--- src/rtl/pwtx_pkg.sv ---
`timescale 1ns/1ps
package pwtx_pkg;

  typedef enum logic [2:0] {
    ST_IDLE,
    ST_GUARD,
    ST_PAUSE,
    ST_MARK,
    ST_CLOSE
  } pwtx_state_e;

  // Ticks the carrier stays high after a pause, by on-air bit value
  function automatic int unsigned mark_ticks(input logic one,
                                             input int unsigned t_one,
                                             input int unsigned t_zero,
                                             input int unsigned t_pause);
    return (one ? t_one : t_zero) - t_pause;
  endfunction

  // Requested length limited to the frame register size
  function automatic int unsigned clamp_len(input int unsigned len,
                                            input int unsigned max_len);
    return (len > max_len) ? max_len : len;
  endfunction

endpackage

--- src/rtl/pwtx_timebase.sv ---
`timescale 1ns/1ps
module pwtx_timebase #(
  parameter int TS_W = 32
) (
  input  logic            clk,
  input  logic            rst_n,
  input  logic [TS_W-1:0] target,
  output logic [TS_W-1:0] now,
  output logic            reached
);

  logic [TS_W-1:0] now_q;
  logic [TS_W-1:0] diff;

  always_ff @(posedge clk or negedge rst_n) begin
    if (!rst_n) now_q <= '0;
    else        now_q <= now_q + TS_W'(1);
  end

  // Modular comparison: target is reached once now is not behind it
  assign diff    = now_q - target;
  assign reached = ~diff[TS_W-1];
  assign now     = now_q;

endmodule

--- src/rtl/pwtx_bitsrc.sv ---
`timescale 1ns/1ps
module pwtx_bitsrc
  import pwtx_pkg::*;
#(
  parameter int MAX_BITS = 32,
  parameter int LEN_W    = 6
) (
  input  logic                clk,
  input  logic                rst_n,
  input  logic                load,
  input  logic [MAX_BITS-1:0] data_in,
  input  logic [LEN_W-1:0]    len_in,
  input  logic                step,
  input  logic                ks_bit,
  output logic                air_bit,
  output logic                empty
);

  logic [MAX_BITS-1:0] data_q;
  logic [LEN_W-1:0]    rem_q;

  always_ff @(posedge clk or negedge rst_n) begin
    if (!rst_n) begin
      data_q <= '0;
      rem_q  <= '0;
    end else if (load) begin
      data_q <= data_in;
      rem_q  <= LEN_W'(clamp_len(int'(len_in), MAX_BITS));
    end else if (step) begin
      data_q <= data_q >> 1;
      rem_q  <= rem_q - LEN_W'(1);
    end
  end

  assign air_bit = data_q[0] ^ ks_bit;
  assign empty   = (rem_q == '0);

endmodule

--- src/rtl/pwtx_frame_tx.sv ---
`timescale 1ns/1ps
module pwtx_frame_tx
  import pwtx_pkg::*;
#(
  parameter int MAX_BITS = 32,
  parameter int LEN_W    = $clog2(MAX_BITS + 1),
  parameter int TS_W     = 32,
  parameter int PAUSE_T  = 30,
  parameter int ONE_T    = 150,
  parameter int ZERO_T   = 90,
  parameter int GUARD_T  = 330
) (
  input  logic                clk,
  input  logic                rst_n,
  input  logic                start,
  input  logic [MAX_BITS-1:0] frame_data,
  input  logic [LEN_W-1:0]    frame_len,
  input  logic                ks_bit,
  output logic                ks_adv,
  output logic                carrier_en,
  output logic                done
);

  localparam logic [TS_W-1:0] PAUSE_TS = TS_W'(PAUSE_T);
  localparam logic [TS_W-1:0] GUARD_TS = TS_W'(GUARD_T);

  pwtx_state_e     state_q;
  logic [TS_W-1:0] tgt_q;
  logic [TS_W-1:0] end_q;
  logic            sym_q;
  logic            carrier_q;
  logic            done_q;
  logic            adv_q;

  logic [TS_W-1:0] now;
  logic            reached;
  logic            air_bit;
  logic            empty;

  // Named events, also observed by the checker
  logic            busy;
  logic            load;
  logic            slot_hit;
  logic            step;
  logic [TS_W-1:0] guard_end;
  logic [TS_W-1:0] next_slot;
  logic [TS_W-1:0] gdiff;
  logic [TS_W-1:0] frame_base;

  assign busy      = (state_q != ST_IDLE);
  assign load      = start && !busy;
  assign slot_hit  = reached && ((state_q == ST_GUARD) || (state_q == ST_MARK));
  assign step      = slot_hit && !empty;

  // Later of (previous end + guard) and (next cycle)
  assign guard_end  = end_q + GUARD_TS;
  assign next_slot  = now + TS_W'(1);
  assign gdiff      = guard_end - next_slot;
  assign frame_base = gdiff[TS_W-1] ? next_slot : guard_end;

  pwtx_timebase #(.TS_W(TS_W)) u_tb (
    .clk     (clk),
    .rst_n   (rst_n),
    .target  (tgt_q),
    .now     (now),
    .reached (reached)
  );

  pwtx_bitsrc #(.MAX_BITS(MAX_BITS), .LEN_W(LEN_W)) u_bits (
    .clk     (clk),
    .rst_n   (rst_n),
    .load    (load),
    .data_in (frame_data),
    .len_in  (frame_len),
    .step    (step),
    .ks_bit  (ks_bit),
    .air_bit (air_bit),
    .empty   (empty)
  );

  always_ff @(posedge clk or negedge rst_n) begin
    if (!rst_n) begin
      state_q   <= ST_IDLE;
      tgt_q     <= '0;
      end_q     <= '0;
      sym_q     <= 1'b0;
      carrier_q <= 1'b1;
      done_q    <= 1'b0;
      adv_q     <= 1'b0;
    end else begin
      done_q <= 1'b0;
      adv_q  <= 1'b0;
      unique case (state_q)
        ST_IDLE: begin
          if (load) begin
            tgt_q   <= frame_base;
            state_q <= ST_GUARD;
          end
        end
        ST_GUARD, ST_MARK: begin
          if (slot_hit) begin
            carrier_q <= 1'b0;
            tgt_q     <= tgt_q + PAUSE_TS;
            if (empty) begin
              state_q <= ST_CLOSE;
            end else begin
              sym_q   <= air_bit;
              adv_q   <= 1'b1;
              state_q <= ST_PAUSE;
            end
          end
        end
        ST_PAUSE: begin
          if (reached) begin
            carrier_q <= 1'b1;
            tgt_q     <= tgt_q + TS_W'(mark_ticks(sym_q, ONE_T, ZERO_T, PAUSE_T));
            state_q   <= ST_MARK;
          end
        end
        ST_CLOSE: begin
          if (reached) begin
            carrier_q <= 1'b1;
            done_q    <= 1'b1;
            end_q     <= tgt_q;
            state_q   <= ST_IDLE;
          end
        end
        default: state_q <= ST_IDLE;
      endcase
    end
  end

  assign carrier_en = carrier_q;
  assign done       = done_q;
  assign ks_adv     = adv_q;

endmodule

--- config.mk ---
export PLATFORM = sky130hd
export DESIGN_NAME = pwtx_frame_tx
export DESIGN_NICKNAME = d
export VERILOG_FILES = /design/src/rtl/pwtx_pkg.sv /design/src/rtl/pwtx_timebase.sv /design/src/rtl/pwtx_bitsrc.sv /design/src/rtl/pwtx_frame_tx.sv
export SDC_FILE = /design/constraint.sdc
export NUM_CORES = 1
export LEC_CHECK = 0
export ABC_AREA = 1
export BUFFER_PORTS_ARGS = -buffer_cell sky130_fd_sc_hd__buf_2
export CAP_MARGIN = 20
export CORE_MARGIN = 4
export CORE_UTILIZATION = 60
export DETAILED_ROUTE_END_ITERATION = 7
export GPL_ROUTABILITY_DRIVEN = 0
export PLACE_DENSITY = 0.78
export SLEW_MARGIN = 10
export SYNTH_ARGS = -nofsm -noshare
export SYNTH_HDL_FRONTEND = slang
export SYNTH_HIERARCHICAL = 1
export SYNTH_SLANG_ARGS = --single-unit
--- constraint.sdc ---
create_clock -name clk -period 5 [get_ports clk]
set_input_delay 0.75 -clock clk [delete_from_list [all_inputs] [get_ports clk]]
set_output_delay 0.75 -clock clk [all_outputs]
set_load 0.01 [all_outputs]
==> results.tsv, run 1 <==
stage	metric	value	unit
status	status	completed	
synthesis	EDFF count, synth	0	
timing	Setup violations, final	0	
placement	HPWL Detailed	25.7	mm
synthesis	Ys Warns	6	
floorplanning	Initial Util	0.613	
clocking	H-tree level count	4	
worst_setup_path	Worst R2R Path Depth	21	
synthesis	post-synthesis sequential area ratio	0.294	
floorplanning	Die W	149	um
clocking	CTS max path bufs	2	
worst_setup_path	Setup CP Type	reg -> reg	
global_route	vias in the first global route	11300	
detailed_routing	First-pass DRT Iterations	6	
synthesis	asr flop ratio synth	1.00	
detailed_routing	DR vias/cell	5.72	
timing	Final Hold Viols	0	
layout	n_diodes	0	
global_route	first-pass GRT wire length	56.3	mm
power	sw power	2.24	mW
global_route	GRT Overall Usage	0.314	
worst_setup_path	CP max FO	32	
worst_setup_path	Critical Path End Type	flop	
worst_setup_path	startpoint types	flop	
worst_setup_path	family with the most delay on the worst path	simple AND/OR/NAND/NOR gates	
floorplanning	# IOs	45	
synthesis	Mapped Area	12000	um^2
power	Worst IR Drop VDD	0.276	mV
synthesis	Avg Inst Size Synth	6.79	um^2
worst_setup_path	worst stage delay on the critical path	0.57	ns
worst_setup_path	FF-to-FF Start	end_q[15]$_DFFE_PN0P_	
detailed_routing	number of remaining DRC errors	0	
timing	Max Freq	0.239	GHz
clocking	cts-stage hold buffer count	0	
synthesis	Synth top area share	0.292	
power	register share of total power	0.352	
detailed_routing	routed len/inst	16.4	um
clocking	CTS tree	built	
worst_setup_path	crit path buf inv count	4	
timing	skew final	0.0106	ns
layout	nets@finish	1904	
synthesis	top post-synthesis cells by area	dfrtp_1 (29%), nand2_1 (14%), inv_1 (8.2%)	
synthesis	#FFs+latches synth	141	
worst_setup_path	end of the critical path	tgt_q[18]$_DFFE_PN0P_	
power	clock network power share	0.262	
detailed_routing	Total Wirelength	34.0	mm
worst_setup_path	worst setup path startpoint	end_q[15]$_DFFE_PN0P_	
power	Comb power frac	0.386	
synthesis	cell taking the most area after synthesis	dfrtp_1	
job	# Max-Cap Violations	0	
timing	setup TNS	0	ns
synthesis	Syn Inst Count	1768	
clocking	post-CTS setup buffers	0	
worst_setup_path	R2R setup slack	0.81	ns
power	switch share	0.443	
clocking	Root Buffer	clkbuf_16	
detailed_routing	1st-iter DRT viols	1202	
timing	crit path time final	4.19	ns
clocking	Clock transition at path regs	0.07	ns
synthesis	Syn Nets	1879	
timing	Tcrit/Tclk final	0.837	
floorplanning	core area	19600	um^2
floorplanning	Die Y-Extent	149	um
detailed_routing	vias	11900	
placement	PortBufs	44	
power	Leak	6.44	nW
synthesis	commonest register cell after synthesis	dfrtp_1	
floorplanning	full die area	22300	um^2
worst_setup_path	cell mode on critical path	nand2_1	
worst_setup_path	Max stage delay cell, worst path	nor3_1	
floorplanning	row count	51	
synthesis	top-count cell post-synth	nand2_1	
timing	count of pins over their slew limit	0	
global_route	antenna violations before repair	0	
worst_setup_path	CP Data Arrival Time	4.53	ns
worst_setup_path	critical path required time	5.35	ns
worst_setup_path	Critical Path, Cell by Cell	inv_1 -> nor3_1 -> nand2_1 -> nor2_1 -> inv_1 -> o21ai_0 -> nand2_1 -> inv_1 -> ha_1 -> a21o_1 -> nor2_1 -> nand2_1 -> nand2_1 -> nand2_1 -> a21oi_1 -> inv_1 -> nand2_4 -> nand2_4 -> nand2_1 -> nand3_1 -> a21boi_1	
worst_setup_path	Critical R2R Capture	tgt_q[18]$_DFFE_PN0P_	
timing	slew of the pin with the lowest slew margin	0.979	ns
timing	Max-slew headroom	0.347	
layout	filler cell count	1786	
timing	RSZ-0062 raised after global routing	no	
worst_setup_path	Crit path depth	21	
placement	DP Worst Slack	1.00	ns
clocking	CTS Buf Count	17	
clocking	clk sinks	141	
layout	layout cells sized above 1	0.0858	
global_route	global route overflow	0	
detailed_routing	Final ANT Viol Nets	0	
clocking	worst-skew pair later-pin latency	0.44	ns
global_route	largest net degree at the start of global routing	102	
timing	final setup margin	0.813	ns
power	Int Power	2.81	mW
layout	Area Growth Syn to Fin	7.73	%
worst_hold_path	HP Class	in -> async	
power	Pwr Density	391	nW/um^2
synthesis	Post-synth top cells	nand2_1 (449), inv_1 (262), dfrtp_1 (140)	
synthesis	Netlist cell types	62	
clocking	PostCTS Resize Cnt	0	
## per-stage QoR
step	power [mW]	cell area (um^2)	instances	util	hold WS, ns
after CTS	5.00	12900	2071	0.660	0.482
final	5.05	12900	2071	0.660	0.403
after global routing	5.38	12900	2071	0.660	0.478
after detailed placement	3.66	12300	2039	0.629	0.479
after global placement	3.60	12300	2039	0.629	0.472
after floorplan	3.09	12000	1768	-	0.453
## worst min-delay path by stage
stage / startpoint / endpoint / slack, ns / cells past startpoint
after detailed placement: u_bits/data_q[1]$_DFFE_PN0P_ / u_bits/data_q[1]$_DFFE_PN0P_ / 0.48 / 2
after global routing: rst_n / u_tb/now[23]$_DFF_PN0_ / 0.48 / 1
final: rst_n / u_tb/now[23]$_DFF_PN0_ / 0.40 / 1
after floorplan: rst_n / done$_DFF_PN0_ / 0.45 / 0
after CTS: rst_n / end_q[22]$_DFFE_PN0P_ / 0.48 / 1
after global placement: u_bits/data_q[5]$_DFFE_PN0P_ / u_bits/data_q[5]$_DFFE_PN0P_ / 0.47 / 2
## layout make-up
type / count / area [um^2] / area share
clock inverters: 14 / 175 / 0.0136
multi-input cells: 1303 / 7110 / 0.550
inverters: 277 / 1050 / 0.0816
well taps: 265 / 332 / 0.0256
repair buffers: 53 / 294 / 0.0227
clock buffers: 18 / 429 / 0.0332
flip-flops and latches: 141 / 3530 / 0.273
## layer usage
| layer | GRT usage | part of all wire | wire, um |
|---|---|---|---|
| met5 | 0 | 0 | 0 |
| met4 | 0.141 | 0.049 | 1660 |
| met3 | 0.0733 | 0.096 | 3250 |
| met2 | 0.505 | 0.45 | 15300 |
| met1 | 0.403 | 0.40 | 13700 |
## power by group through the flow
stage                     Clock (mW)  Combinational (mW)  Sequential (mW)
final                           1.32                1.95             1.78
after global routing            1.38                2.20             1.80
after CTS                       1.33                1.90             1.76
after detailed placement           0                1.88             1.78
after global placement             0                1.82             1.78
after floorplan                    0                1.47             1.62
## state kept, by name, summed over array words and instances, names as in the netlist
register / cells
tgt_q: 32
carrier_en: 1
done: 1
u_tb/now: 32
u_bits/rem_q: 6
ks_adv: 1
end_q: 32
sym_q: 1
state_q: 3
u_bits/data_q: 32
## logic make-up after synthesis
family / Yosys count / synth area share
AND/OR/NAND/NOR: 867 / 0.324
buffers and inverters: 324 / 0.114
AO/OA/AOI/OAI: 275 / 0.128
flip-flops: 141 / 0.294
XOR/XNOR: 91 / 0.0664
adder cells (fa/ha/maj): 69 / 0.0719
multiplexers: 1 / 0.000938
## placed cells by master, fill, tap and decap left out, types with 55 or more instances in the layout
cell type / n
o21ai_1: 71
nor3_1: 55
inv_1: 262
o21ai_0: 85
nand2_1: 449
xor2_1: 66
nor2_1: 137
dfrtp_1: 140
nand3_1: 132
a21oi_1: 58
ha_1: 69
Note: power is estimated with default switching activity, not from simulation.
==> run 2: changes to the inputs <==
ABC_AREA = 0   (was 1)
CORE_UTILIZATION = 57   (was 60)
clock period = 3.8 ns   (was 5 ns; I/O delays follow)
==> run 2 against run 1 <==
Against the previous run:
- the run now ends with design-rule violations, negative setup slack left
- synthesized cell count down 35%
- first-iteration DRC count decreased by 14%
- worst hold slack worse by 0.22 ns
- via count shrank 18%
- non-clock buffer count grew 141
- routed wire length down 14%
==> results.tsv, run 2 <==
stage	metric	value	unit
status	status	finished, violations left	
status	failing checks	design-rule violations, negative setup slack	
power	Leak	5.46	nW
worst_setup_path	worst setup path startpoint	end_q[1]$_DFFE_PN0P_	
global_route	vias in the first global route	9305	
clocking	H-tree level count	4	
floorplanning	full die area	19700	um^2
layout	Area Growth Syn to Fin	24.4	%
worst_setup_path	Critical Path End Type	flop	
synthesis	top post-synthesis cells by area	dfrtp_1 (35%), ha_1 (8.7%), nand2_1 (6.4%)	
synthesis	Avg Inst Size Synth	8.69	um^2
detailed_routing	number of remaining DRC errors	2	
synthesis	combinational family with the most area after synthesis	simple AND/OR/NAND/NOR gates	
layout	Finished Layout Cells	1551	
worst_setup_path	FF-to-FF Start	end_q[1]$_DFFE_PN0P_	
synthesis	Synth top area share	0.351	
worst_setup_path	critical path required time	4.12	ns
detailed_routing	1st-iter DRT viols	1038	
clocking	CTS max path bufs	2	
worst_setup_path	Setup CP Type	reg -> reg	
timing	Final Hold Viols	0	
global_route	GRT Overall Usage	0.284	
timing	Setup violations, final	17	
worst_setup_path	CP max FO	10	
synthesis	asr flop ratio synth	1.00	
floorplanning	Initial Util	0.579	
power	Pwr Density	494	nW/um^2
synthesis	Post-synth top cells	nand2_1 (171), dfrtp_1 (140), o21ai_0 (77)	
floorplanning	Die W	140	um
placement	PortBufs	44	
floorplanning	row count	48	
floorplanning	core area	17200	um^2
clocking	Clock transition at path regs	0.07	ns
floorplanning	# IOs	45	
worst_setup_path	Critical R2R Capture	tgt_q[22]$_DFFE_PN0P_	
layout	commonest non-fill, non-tap cell in the layout	nand2_1	
layout	most frequent cells in the layout	nand2_1 (167), buf_4 (138), dfrtp_1 (134)	
timing	skew final	0.0167	ns
synthesis	Syn Nets	1259	
timing	slew of the pin with the lowest slew margin	1.09	ns
timing	crit path time final	3.89	ns
timing	count of pins over their slew limit	0	
timing	Max-slew headroom	0.274	
worst_setup_path	CP Data Arrival Time	4.21	ns
synthesis	Synth Area in Simple Gates	0.199	
synthesis	cell taking the most area after synthesis	dfrtp_1	
detailed_routing	DR vias/cell	6.25	
synthesis	Post-Synth Adder-Cell Area	0.0865	
clocking	worst-skew pair later-pin latency	0.44	ns
detailed_routing	Final ANT Viol Nets	0	
detailed_routing	routed len/inst	18.9	um
worst_setup_path	startpoint types	flop	
timing	RSZ-0062 raised after global routing	yes	
synthesis	Netlist cell types	69	
global_route	antenna violations before repair	0	
power	Worst IR Drop VDD	0.508	mV
power	Tot Pwr	6.13	mW
detailed_routing	First-pass DRT Iterations	8	
layout	filler cell count	1182	
detailed_routing	vias	9698	
synthesis	post-synthesis compound-gate area fraction	0.158	
timing	setup TNS	-0.644	ns
synthesis	#FFs+latches synth	141	
timing	Max Freq	0.257	GHz
clocking	clk sinks	141	
clocking	cts-stage hold buffer count	0	
worst_setup_path	Worst R2R Path Depth	20	
clocking	CTS Buf Count	17	
synthesis	Mapped Area	9980	um^2
synthesis	EDFF count, synth	0	
synthesis	post-synthesis sequential area ratio	0.354	
timing	Tcrit/Tclk final	1.02	
layout	nets@finish	1424	
worst_hold_path	HP Class	in -> async	
synthesis	top-count cell post-synth	nand2_1	
placement	Inst Count DP	1496	
synthesis	XOR/XNOR share of the synthesized area	0.0912	
job	# Max-Cap Violations	0	
placement	HPWL Detailed	19.6	mm
timing	final setup margin	-0.0923	ns
clocking	CTS tree	built	
global_route	global route overflow	0	
clocking	Root Buffer	clkbuf_16	
worst_setup_path	R2R setup slack	-0.09	ns
synthesis	Ys Warns	6	
synthesis	mux cell area share after synthesis	0.0710	
floorplanning	Die Y-Extent	140	um
global_route	first-pass GRT wire length	45.9	mm
global_route	largest net degree at the start of global routing	93	
detailed_routing	Total Wirelength	29.3	mm
synthesis	Syn Inst Count	1148	
layout	layout cells sized above 1	0.251	
layout	n_diodes	0	
synthesis	commonest register cell after synthesis	dfrtp_1	
-- run 2: report_power, final --
part	switching, mW	internal (mW)	total [mW]
Clock	0.803	0.885	1.69
Combinational	1.45	0.957	2.41
Sequential	0.221	1.81	2.03
Total	2.48	3.65	6.13
-- run 2: worst max-delay path, stage by stage (launching register included) --
cell       delay (ns)
dfrtp_2          0.42
ha_4             0.17
o2111ai_4        0.14
a211oi_4         0.27
buf_6            0.16
and3_4           0.22
nand3_4          0.08
xnor2_2          0.18
ha_1             0.22
a21o_1           0.20
a21o_1           0.20
a21oi_2          0.18
o221ai_2         0.12
a21oi_2          0.14
buf_6            0.14
xnor2_4          0.18
buf_4            0.22
clkbuf_16        0.17
nand2_1          0.10
o21ai_1          0.16
o21ai_1          0.09
-- run 2: worst max path at each step --
stage	end	slack, ns	cells past startpoint
final	tgt_q[22]$_DFFE_PN0P_	-0.09	20
after global routing	tgt_q[11]$_DFFE_PN0P_	-0.17	20
after CTS	tgt_q[20]$_DFFE_PN0P_	0.01	18
after detailed placement	tgt_q[3]$_DFFE_PN0P_	-0.15	19
after global placement	tgt_q[3]$_DFFE_PN0P_	-0.09	19
after floorplan	tgt_q[20]$_DFFE_PN0P_	0.11	18
-- run 2: routing by layer --
metal	global-route usage	part of all wire	up-vias	routed length, um
met5	0	0	-	0
met4	0.114	0.038	0	1130
met3	0.0512	0.085	118	2490
met2	0.462	0.48	517	13900
met1	0.376	0.40	4616	11700
li1	-	-	4447	-
-- run 2: metrics by stage --
stage               cell area [um^2]   util  worst slack, ns  hold WS [ns]
floorplan                       9980      -            0.110         0.274
global placement               11300  0.654          -0.0874         0.494
detailed placement             11300  0.654           -0.147         0.512
CTS                            12000  0.694           0.0132         0.257
global route                   12400  0.720           -0.173         0.268
finish                         12400  0.720          -0.0923         0.186
-- run 2: repair_timing --
action,CTS,global route
buffers inserted,2,17
endpoints found under the setup margin,31,38
gates resized for setup,13,56
pin swaps,4,30
cloned,1,3
-- run 2: cell type report --
cell class	count	area (um^2)	area share
tap	225	282	0.0227
clock inverter	15	166	0.0134
multi-input combinational	904	6300	0.508
timing repair buffer	194	1490	0.120
clock buffer	17	425	0.0343
sequential	141	3540	0.285
inverter	55	206	0.0166
-- run 2: kinds of logic (layout without fill, tap and decap cells) --
logic type | count (synthesis) | count (layout)
fa+ha+maj | 69 | 69
simple gates | 406 | 406
mux | 67 | 67
buf+inv | 103 | 281
xor+xnor | 103 | 103
flops | 141 | 141
compound gates | 259 | 259
==> run 3: changes to the inputs <==
SKIP_LAST_GASP = 1   (was unset)
==> run 3 against run 2 <==
Against the previous run:
- final cell count is the same
- global-route usage is the same
- utilization is essentially flat
- via count shrank 0.36%
- die area is the same
- sequential power is essentially flat
- worst hold slack gained 0.0044 ns
- critical path type unchanged
- the flow finishes with violations (negative setup slack)
- sequential share of layout area is essentially flat
- largest power group unchanged
- first-iteration DRC count shrank 5.7%
- non-clock buffer count is the same
==> results.tsv, run 3 (synthesis gave the netlist of run 2 again) <==
stage	metric	value	unit
status	status	finished, violations left	
status	failing checks	negative setup slack	
floorplanning	Die W	140	um
clocking	clk sinks	141	
layout	register area	3540	um^2
worst_setup_path	Crit path depth	19	
clocking	CTS Buf Count	17	
worst_setup_path	CP max FO	10	
placement	HPWL Detailed	19.6	mm
global_route	GRT Overall Usage	0.284	
worst_setup_path	Worst R2R Path Depth	19	
detailed_routing	1st-iter DRT viols	979	
power	Leak	5.46	nW
worst_setup_path	Max stage delay cell, worst path	dfrtp_2	
global_route	global route overflow	0	
detailed_routing	routed len/inst	18.9	um
worst_setup_path	Critical Path, Cell by Cell	ha_4 -> nand4_1 -> nor2_1 -> buf_4 -> and3_4 -> nand2_1 -> xor2_2 -> ha_1 -> a21o_1 -> a21o_1 -> a21oi_2 -> o221ai_2 -> a21oi_2 -> buf_6 -> xnor2_4 -> buf_4 -> clkbuf_16 -> o21ai_1 -> o22ai_1	
timing	Max-slew headroom	0.255	
detailed_routing	vias	9663	
power	Worst IR Drop VDD	0.508	mV
placement	Placed Area	11300	um^2
timing	slew of the pin with the lowest slew margin	1.11	ns
floorplanning	row count	48	
clocking	H-tree level count	4	
timing	Setup violations, final	7	
floorplanning	# IOs	45	
worst_setup_path	critical path required time	4.10	ns
floorplanning	Die Y-Extent	140	um
detailed_routing	DR vias/cell	6.23	
worst_setup_path	Critical R2R Capture	tgt_q[30]$_DFFE_PN0P_	
global_route	routing usage on met1	0.376	
worst_setup_path	end of the critical path	tgt_q[30]$_DFFE_PN0P_	
worst_setup_path	worst setup path startpoint	u_tb/now[1]$_DFF_PN0_	
worst_setup_path	R2R setup slack	-0.10	ns
timing	Final Hold Viols	0	
worst_setup_path	Setup CP Type	reg -> reg	
worst_setup_path	FF-to-FF Start	u_tb/now[1]$_DFF_PN0_	
global_route	vias in the first global route	9305	
detailed_routing	Total Wirelength	29.3	mm
global_route	first-pass GRT wire length	45.9	mm
floorplanning	core area	17200	um^2
worst_hold_path	HP Class	in -> async	
layout	Final Util	0.720	
power	Pwr Density	495	nW/um^2
worst_setup_path	family with the most delay on the worst path	compound AO/OA/AOI/OAI gates	
layout	n_diodes	0	
detailed_routing	First-pass DRT Iterations	7	
timing	RSZ-0062 raised after global routing	yes	
worst_setup_path	Critical Path End Type	flop	
worst_setup_path	CP Data Arrival Time	4.20	ns
timing	count of pins over their slew limit	0	
layout	design area	12400	um^2
layout	area of the multi-input gates	6290	um^2
global_route	met2 global-route usage	0.462	
floorplanning	Initial Util	0.579	
detailed_routing	Final ANT Viol Nets	0	
clocking	CTS max path bufs	2	
floorplanning	full die area	19700	um^2
clocking	worst-skew pair later-pin latency	0.44	ns
worst_setup_path	worst stage delay on the critical path	0.43	ns
job	# Max-Cap Violations	0	
layout	layout cells sized above 1	0.250	
detailed_routing	number of remaining DRC errors	0	
layout	Finished Layout Cells	1551	
timing	crit path time final	3.90	ns
layout	nets@finish	1424	
layout	filler cell count	1177	
layout	Area Growth Syn to Fin	24.3	%
layout	commonest non-fill, non-tap cell in the layout	nand2_1	
clocking	Clock transition at path regs	0.07	ns
placement	PortBufs	44	
clocking	CTS tree	built	
timing	Max Freq	0.256	GHz
worst_setup_path	startpoint types	flop	
global_route	GRT busiest layer	met2	
timing	setup TNS	-0.288	ns
clocking	cts-stage hold buffer count	0	
worst_setup_path	crit path buf inv count	4	
clocking	Root Buffer	clkbuf_16	
global_route	antenna violations before repair	0	
placement	Inst Count DP	1496	
layout	most frequent cells in the layout	nand2_1 (167), buf_4 (138), dfrtp_1 (134)	
global_route	largest net degree at the start of global routing	93	
timing	Tcrit/Tclk final	1.03	
timing	skew final	0.0180	ns
global_route	met3 Usage GRT	0.0512	
timing	final setup margin	-0.103	ns
## run 3: timing repair
action,CTS,global route
resized for setup,13,55
cloned,1,3
pin swaps,4,30
setup endpoints to repair,31,38
setup buffers,2,17
## run 3: per-layer routing
| layer | part of all wire | wire [um] |
|---|---|---|
| met1 | 0.41 | 12000 |
| met2 | 0.48 | 14000 |
| met3 | 0.077 | 2270 |
| met4 | 0.037 | 1070 |
| met5 | 0 | 0 |
## run 3: worst reg2reg max path, cell delays in order, from the launching register on
cell and delay, ns:
dfrtp_2 0.43, ha_4 0.15, nand4_1 0.16, nor2_1 0.15, buf_4 0.16, and3_4 0.22
nand2_1 0.09, xor2_2 0.17, ha_1 0.34, a21o_1 0.18, a21o_1 0.19, a21oi_2 0.17
o221ai_2 0.12, a21oi_2 0.14, buf_6 0.14, xnor2_4 0.13, buf_4 0.20, clkbuf_16 0.17
o21ai_1 0.29, o22ai_1 0.16
## run 3: where the power goes
part / total [mW] / leakage, nW / internal [mW] / switching [mW]
clock network: 1.69 / 0.285 / 0.885 / 0.803
logic: 2.41 / 3.33 / 0.957 / 1.46
registers: 2.03 / 1.85 / 1.81 / 0.223
total: 6.13 / 5.46 / 3.65 / 2.48
## run 3: layout make-up
class | instances | area share
well taps | 225 | 0.0227
repair buffers | 194 | 0.120
flip-flops and latches | 141 | 0.285
inverters | 55 | 0.0166
clock buffers | 17 | 0.0343
multi-input cells | 904 | 0.507
clock inverters | 15 | 0.0134
## run 3: how the worst min path moves through the flow
stage,cells after the start,slack [ns],end
2_1_floorplan,0,0.27,done$_DFF_PN0_
3_3_place_gp,2,0.49,tgt_q[0]$_DFFE_PN0P_
3_5_place_dp,2,0.51,tgt_q[0]$_DFFE_PN0P_
4_1_cts,1,0.26,u_tb/now[10]$_DFF_PN0_
5_1_grt,1,0.27,u_tb/now[10]$_DFF_PN0_
6_report,1,0.19,u_tb/now[10]$_DFF_PN0_
## run 3: metrics by stage
stage	hold slack, ns	setup WS, ns	power (mW)
2_1_floorplan	0.274	0.110	3.57
3_3_place_gp	0.494	-0.0874	4.25
3_5_place_dp	0.512	-0.147	4.34
4_1_cts	0.257	0.0132	6.06
5_1_grt	0.268	-0.122	6.52
6_report	0.190	-0.103	6.13
